File: src/rtl/region_decoder.sv
module region_decoder #(
  parameter int NREG = 4,
  parameter int AW   = 16,
  parameter int DW   = 8,
  parameter int CW   = 4
) (
  input  logic                clk,
  input  logic                rst_n,
  input  logic                cfg_we,
  input  logic [$clog2(NREG)-1:0] cfg_idx,
  input  logic [AW-1:0]       cfg_base,
  input  logic [AW-1:0]       cfg_size,
  input  logic [CW-1:0]       cfg_rdly,
  input  logic [CW-1:0]       cfg_wdly,
  input  logic                cfg_valid,
  input  logic                cfg_mc,
  input  logic                vld_we,
  input  logic [$clog2(NREG)-1:0] vld_idx,
  input  logic                vld_val,
  input  logic                m_req,
  input  logic                m_we,
  input  logic [1:0]          m_size,
  input  logic [AW-1:0]       m_addr,
  output logic                m_rdy,
  output logic [1:0]          m_resp,
  output logic [DW-1:0]       m_rdata,
  input  logic [NREG*DW-1:0]  rg_rdata,
  output logic [NREG-1:0]     tgt_sel,
  output logic [AW-1:0]       tgt_off,
  output logic                tgt_we
);
  localparam int IW = $clog2(NREG);
  localparam logic [1:0] RESP_OK    = 2'd0;
  localparam logic [1:0] RESP_ALIGN = 2'd1;
  localparam logic [1:0] RESP_BUS   = 2'd2;

  function automatic logic [AW-1:0] span(input logic [AW-1:0] s);
    logic [AW-1:0] x;
    x = s - 1'b1;
    for (int k = 1; k < AW; k = k * 2) x = x | (x >> k);
    return x;
  endfunction

  logic [AW-1:0] base_q [NREG];
  logic [AW-1:0] mask_q [NREG];
  logic [CW-1:0] rdly_q [NREG];
  logic [CW-1:0] wdly_q [NREG];
  logic [NREG-1:0] valid_q;
  logic          mc_en;
  logic [IW-1:0] mc_idx;

  logic [AW-1:0] new_mask;
  assign new_mask = ~span(cfg_size);

  always_ff @(posedge clk or negedge rst_n) begin
    if (!rst_n) begin
      for (int i = 0; i < NREG; i++) begin
        base_q[i] <= '0;
        mask_q[i] <= '1;
        rdly_q[i] <= '0;
        wdly_q[i] <= '0;
      end
      valid_q <= '0;
      mc_en   <= 1'b0;
      mc_idx  <= '0;
    end else begin
      if (cfg_we) begin
        base_q[cfg_idx]  <= cfg_base & new_mask;
        mask_q[cfg_idx]  <= new_mask;
        rdly_q[cfg_idx]  <= cfg_rdly;
        wdly_q[cfg_idx]  <= cfg_wdly;
        valid_q[cfg_idx] <= cfg_valid;
        if (cfg_mc) begin
          mc_en  <= 1'b1;
          mc_idx <= cfg_idx;
        end else if (mc_en && mc_idx == cfg_idx) begin
          mc_en <= 1'b0;
        end
      end
      if (vld_we) valid_q[vld_idx] <= vld_val;
    end
  end

  logic          misal, hit;
  logic [IW-1:0] hidx;
  logic [CW-1:0] dly;

  assign misal = (m_size[1] && |m_addr[1:0]) || (m_size == 2'd1 && m_addr[0]);

  always_comb begin
    hit  = 1'b0;
    hidx = '0;
    for (int i = NREG - 1; i >= 0; i--) begin
      if (valid_q[i] && ((m_addr & mask_q[i]) == base_q[i])) begin
        hit  = 1'b1;
        hidx = IW'(i);
      end
    end
    if (mc_en && ((m_addr & mask_q[mc_idx]) == base_q[mc_idx])) begin
      hit  = 1'b1;
      hidx = mc_idx;
    end
    dly = m_we ? wdly_q[hidx] : rdly_q[hidx];
  end

  logic          busy, we_q;
  logic [CW-1:0] cnt;
  logic [IW-1:0] sel_idx;
  logic [AW-1:0] off_q;
  logic [1:0]    resp_q;

  always_ff @(posedge clk or negedge rst_n) begin
    if (!rst_n) begin
      busy    <= 1'b0;
      we_q    <= 1'b0;
      cnt     <= '0;
      sel_idx <= '0;
      off_q   <= '0;
      resp_q  <= RESP_OK;
    end else if (!busy) begin
      if (m_req) begin
        busy    <= 1'b1;
        we_q    <= m_we;
        sel_idx <= hidx;
        off_q   <= m_addr & ~mask_q[hidx];
        resp_q  <= misal ? RESP_ALIGN : (hit ? RESP_OK : RESP_BUS);
        cnt     <= (!misal && hit) ? dly : '0;
      end
    end else if (cnt == '0) begin
      busy <= 1'b0;
    end else begin
      cnt <= cnt - 1'b1;
    end
  end

  logic ok;
  assign m_rdy   = busy && (cnt == '0);
  assign ok      = m_rdy && (resp_q == RESP_OK);
  assign m_resp  = m_rdy ? resp_q : RESP_OK;
  assign tgt_sel = ok ? (NREG'(1) << sel_idx) : '0;
  assign tgt_off = ok ? off_q : '0;
  assign tgt_we  = ok && we_q;
  assign m_rdata = (ok && !we_q) ? rg_rdata[sel_idx*DW +: DW] : '0;
endmodule

File: config.mk
export PLATFORM = sky130hd
export DESIGN_NAME = region_decoder
export DESIGN_NICKNAME = d
export VERILOG_FILES = /design/src/rtl/region_decoder.sv
export SDC_FILE = /design/constraint.sdc
export NUM_CORES = 1
export LEC_CHECK = 0
export BUFFER_PORTS_ARGS = -buffer_cell sky130_fd_sc_hd__buf_4
export CORE_ASPECT_RATIO = 1.25
export CORE_MARGIN = 10
export CORE_UTILIZATION = 65
export CTS_BUF_LIST = sky130_fd_sc_hd__clkbuf_4
export CTS_CLUSTER_DIAMETER = 200
export DETAILED_ROUTE_END_ITERATION = 16
export GPL_TIMING_DRIVEN = 0
export PLACE_DENSITY_LB_ADDON = 0.05
export SLEW_MARGIN = 20
export SYNTH_ARGS = -nofsm -noshare
export SYNTH_HDL_FRONTEND = slang
export SYNTH_SLANG_ARGS = --single-unit
File: constraint.sdc
create_clock -name clk -period 6.9 [get_ports clk]
set_input_delay 1.725 -clock clk [delete_from_list [all_inputs] [get_ports clk]]
set_output_delay 1.725 -clock clk [all_outputs]
set_load 0.03 [all_outputs]
### Yosys cells after proc, flatten, opt, wreduce, memory -nomap -nowiden

Index checks and enable logic that the tools add are counted.

| operators by class | value |
|---|---|
| $add $sub $neg | 2 |
| magnitude comparators | 8 |
| equal/unequal tests | 8 |
| shift-type cells | 2 |
| multiplexer cells | 57 |
| bitwise operators | 17 |
| reductions and logical operators | 28 |

Operators with widths:

| cell | count |
|---|---|
| bitwise mux 64 bit | 2 |
| two-way mux 16 bit | 8 |
| bitwise AND 16 bit | 7 |
| binary-select mux 16 bit (select 2 bit) | 3 |
| equality test 16 bit | 5 |
| two-way mux 4 bit | 13 |
| bitwise mux 16 bit | 2 |
| demux 16 bit (select 2 bit) | 1 |
| NOT 16 bit | 2 |
| variable part select 32 x 6 -> 8 bit | 1 |
| binary-select mux 4 bit (select 2 bit) | 2 |
| logical AND 1 bit | 16 |
| two-way mux 2 bit | 8 |
| OR 16 x 12 -> 16 bit | 1 |
| OR 16 x 14 -> 16 bit | 1 |
| OR 16 x 15 -> 16 bit | 1 |
| OR 16 x 8 -> 16 bit | 1 |
| subtractor 16 x 1 -> 16 bit, second input constant | 1 |
| two-way mux 1 bit | 12 |
| >= comparator 3 bit, second input constant | 3 |
| NOT 2 -> 3 bit | 3 |
| bitwise mux 4 bit | 2 |
| demux 4 bit (select 2 bit) | 1 |
| two-way mux 8 bit | 1 |
| 17 further kinds | 25 |

| storage, ports and cells | value |
|---|---|
| register bits after elaboration | 193 |
| word-level logic and storage cells | 147 |

### Longest topological paths before layout

| depth | value |
|---|---|
| depth after elaboration | 16 |
| depth in mapped cells | 12 |

### Least setup slack after synthesis

No wires, ideal clock.

| timing | value |
|---|---|
| path kind | in2reg |
| start | in cfg_size[1] |
| end | reg base_q[0] (netlist bit) |
| library setup time | 0.077 ns |
| data arrival time | 4.333 ns |
| required time | 6.823 ns |
| path slack | 2.491 ns |
| stages on the path | 12 |
| cells stage by stage | inv_1 ha_1 nor3b_4 nand2_1 or4b_1 clkinv_1 o211ai_2 or4b_1 buf_2 nor3b_4 nand3_2 o21ai_1 |

| between the ends | value |
|---|---|
| longest elaborated chain between the ends | 8 |

RTL lines:

| element | RTL line | source |
|---|---|---|
| start, declared | 12 | `input logic [AW-1:0] cfg_size,` |
| subtractor 16 x 1 -> 16 bit | 39 | `x = s - 1'b1;` |
| OR 16 x 15 -> 16 bit | 40 | `for (int k = 1; k < AW; k = k * 2) x = x \| (x >> k);` |
| OR 16 x 14 -> 16 bit | 40 |  |
| OR 16 x 12 -> 16 bit | 40 |  |
| OR 16 x 8 -> 16 bit | 40 |  |
| NOT 16 bit | 53 | `assign new_mask = ~span(cfg_size);` |
| bitwise AND 16 bit | 68 | `base_q[cfg_idx] <= cfg_base & new_mask;` |
| bitwise mux 64 bit | 68 |  |
| end signal, assigned by index | 68 |  |
| end, declared | 44 | `logic [AW-1:0] base_q [NREG];` |

No other way between the ends.
A chain may end at the register's enable or synchronous reset.

### Final worst setup path

| timing | value |
|---|---|
| start | in m_addr[0] |
| end | reg off_q[8] |

| between the ends | value |
|---|---|
| longest elaborated chain between the ends | 14 |
| elaborated cells on any way between the ends | 26 |
| classes of those cells | 5 x eq/ne; 8 x mux; 8 x bitwise; 5 x reduce/logical |

RTL lines:

| element | RTL line | source |
|---|---|---|
| start, declared | 23 | `input logic [AW-1:0] m_addr,` |
| bitwise AND 16 bit | 94 | `if (valid_q[i] && ((m_addr & mask_q[i]) == base_q[i])) begin` |
| equality test 16 bit | 94 |  |
| logical AND 1 bit | 94 |  |
| two-way mux 2 bit (4 in a row) | 94 |  |
| two-way mux 2 bit (*) | 99 | `if (mc_en && ((m_addr & mask_q[mc_idx]) == base_q[mc_idx])) begin` |
| NOT 2 -> 3 bit (implied by the code) (*) | 125 | `off_q <= m_addr & ~mask_q[hidx];` |
| binary-select mux 16 bit (select 2 bit) (*) | 125 |  |
| two-way mux 16 bit (implied by the code) (*) (2 in a row) | 125 |  |
| NOT 16 bit (*) | 125 |  |
| bitwise AND 16 bit (*) | 125 |  |
| end signal, assigned | 125 |  |
| end, declared | 109 | `logic [AW-1:0] off_q;` |

Every way passes the cells marked *; elsewhere a longest branch is shown, timed or not. The select of a mux whose other input is x is not followed.

==> metrics <==
status=complete, no violations; Switch Pwr=about 1.1 mW; CTS Buffer Depth=2; Slew @ Worst Pin=about 1.1 ns; WP buf/inv=2; Post-synth EDFFs=0; H-tree lvl count=4; # port buffers=124; layout cells sized above 1=between 20% and 30%; via/cell ratio=around 6.5; Post-synth top flop=dfrtp_1; Tot Pwr=about 3 mW; Die Wd=134 um; Pre-antenna DRT Iters=6; most frequent cell after synthesis=nand2_1; worst-path fanout max=10; minimum clock period after layout=~4.9 ns; I/O pins=approximately 140; cell taking the most area after synthesis=dfrtp_1; Sum Neg Setup Slack=0 ns; post-place setup slack=approximately 1.5 ns; Placer Congestion=slightly below 1; DR WL/cell=approximately 23 um; Placed Cells=around 1,400; sequential share of power=a little under half; fin crit share=between 70% and 80%; vias in the first global route=approximately 9,400; RSZ-0062 raised after global routing=no; power per cell area=approximately 250 mW/mm^2; Mapped Area=~0.011 mm^2; Post-synth ARST share=100%; Setup violations, final=0; post-CTS sizing=0; Synth Area in Compound Gates=between 10% and 20%; dpl hpwl=25.0 mm; Syn Nets=1,206; clock share of power=roughly a fifth; post-synthesis xor/xnor area fraction=0.834%; crit start category=input port; maximum vdd drop=0.133 mV; Post-Synth Simple-Gate Area=roughly a fifth; Comb power frac=33.5%; Crit path max-delay family=simple AND/OR/NAND/NOR gates; Netlist cell types=71; core box area=0.0157 mm^2; Layout area overhead=14.4%; Synth top cells by count=nand2_1 (202), o21ai_0 (138), dfrtp_1 (129), dfstp_2 (64), mux2i_1 (60); crit path cell chain=clkbuf_1 > a21boi_0 > nor4_1 > nand4_1 > nor3_1 > o21ai_0 > o2111a_1 > nor2_2 > buf_2 > mux2i_1 > o21ai_0; largest family of logic cells by synthesized area=simple AND/OR/NAND/NOR gates; Max-Cap Viols=0; post-synthesis mux area share=11.9%; CP Depth=11; grt ovf=0; Fin. Hold Viols=0; Max Clk Rate=about 0.20 GHz; CTS Buf Count=17; DRC=0; design area=0.0120 mm^2; die area=around 0.022 mm^2; antenna violations before repair=1; root buffer cell=clkbuf_4; slowest stage cell, crit path=nor2_2; Worst-path clk slew=around 0.17 ns; placed instance area=0.0117 mm^2; Pleak=~5.4 nW; fin cells=about 1,500; Worst Hold Slack=between 0.4 and 0.5 ns; overall die height=roughly 160 um; CP endpoint kind=flip-flop; kind of critical path=in -> reg; final design utilization=76.6%; Final nets=about 1,400; Gate Count Post-Synth=about 1,100; 1st-iter DRT viols=roughly 1,000; Post-Syn Area per Cell=roughly 9.6 um^2; Detail Route Antenna Nets=0; Area contributors post-synth=dfrtp_1 (31%), dfstp_2 (16%), nand2_1 (7.2%), o21ai_0 (6.6%), mux2i_1 (5.7%); Initial Util=around two thirds; CP peak stage delay=0.60 ns; Hold-fix buffers, CTS=0; #FFs+latches synth=193; clk_lat worst skew=0.62 ns; first-pass GRT wire length=a little over 50 mm; post-synthesis adder-cell area fraction=less than 1%; Seq/Total Area, Yosys=46.7%; min setup slack post-route=roughly 2 ns; Max-slew headroom=between 20 and 30%; switch share=between 30% and 40%; CTS tree=done; top-area cell type share of the netlist area=a little under a third; final wirelength=34.1 mm; Final Max Slew Viols=0; cell row count=between 50 and 60; hold path depth=2; path depth of the worst reg2reg path=10; setup repair bufs after CTS=0; Crit path required time=about 7.4 ns; clock sink total=slightly below 200; GRT Util Overall=31.2%; Clock Skews=around 0.036 ns; HP Class=reg -> reg; pin count of the biggest net entering global routing=102; Critical Path Most Common Cell=o21ai_0; crit path DAT=between 5 and 6 ns; Internal Power=approximately 1.9 mW; DR vias=between 9,000 and 10,000; Syn. warnings=0
## cells in the final DEF, fill, tap and decap left out, types with 11 or more instances in the layout
cell / netlist / routed
mux2_2: 38 / 38
and3b_1: 21 / 21
buf_4: 0 / 123
dfrtp_1: 129 / 129
a21o_1: 15 / 15
a211oi_1: 13 / 13
mux2i_1: 60 / 60
nor3_1: 16 / 16
and2_1: 20 / 20
o22a_1: 16 / 16
clkbuf_1: 49 / 49
o21ai_1: 20 / 20
clkbuf_4: 0 / 18
inv_1: 16 / 16
and3_1: 34 / 34
nor2b_1: 11 / 11
dfstp_2: 64 / 64
nand2_1: 202 / 202
nand3_1: 26 / 26
a21boi_0: 21 / 21
nor2_1: 26 / 26
o21ai_0: 138 / 138
a21oi_1: 41 / 41
## sequential cells by signal (all words and copies together) (netlist names)
signal   cells
valid_q      4
sel_idx      2
resp_q       2
busy         1
mc_idx       2
base_q      64
cnt          4
off_q       16
we_q         1
mask_q      64
rdly_q      16
wdly_q      16
mc_en        1
## path summary, 6_finish.rpt
path / startpoint / endpoint / slack, ns
setup / recovery: m_addr[0] / off_q[8] / 2.02
hold / removal: off_q[3] / off_q[3] / 0.49
setup reg to reg: mask_q[16] / off_q[8] / 3.03
hold reg to reg: off_q[3] / off_q[3] / 0.49
max in group asynchronous: rst_n / mask_q[57] / 4.82
min in group asynchronous: rst_n / off_q[12] / 1.10
## per-layer routing
metal  up-vias  GRT usage [%]  wire (um)
li1       4230              -          -
met1      4685           36.0      12700
met2       521           52.3      16600
met3       135           6.48       2660
met4         0           18.7       2160
met5         -              0          0
## kinds of logic (layout without fill, tap and decap cells)
logic type      after synthesis  after routing
xor+xnor                     10             10
fa+ha+maj                     4              4
other cells                   0              1
compound gates              295            295
mux                         108            108
flops                       193            193
simple gates                413            413
buf+inv                      76            233
## worst reg2reg max path, delay by kind of cell, from the launching register on
family | cells | cell delay, ns
simple gates | 4 | 1.63
compound gates | 4 | 0.70
flops | 1 | 0.59
buf+inv | 1 | 0.51
mux | 1 | 0.37
## power by group through the flow
stage | combinational (mW) | clock [mW] | sequential [mW]
after floorplan | 0.647 | 0 | 1.35
after global placement | 0.963 | 0 | 1.38
after detailed placement | 0.988 | 0 | 1.38
after CTS | 0.989 | 0.613 | 1.36
after global routing | 1.06 | 0.660 | 1.38
final | 1.00 | 0.623 | 1.37
## cell type report
class / instances / area [um^2]
Fill cell: 1240 / 3680
Clock buffer: 18 / 135
Sequential cell: 193 / 4910
Timing Repair Buffer: 125 / 966
Clock inverter: 14 / 146
Inverter: 17 / 63.8
Buffer: 59 / 230
Multi-Input combinational cell: 830 / 5300
Antenna cell: 1 / 2.50
Tap cell: 212 / 265
(Power assumes the default switching activity.)
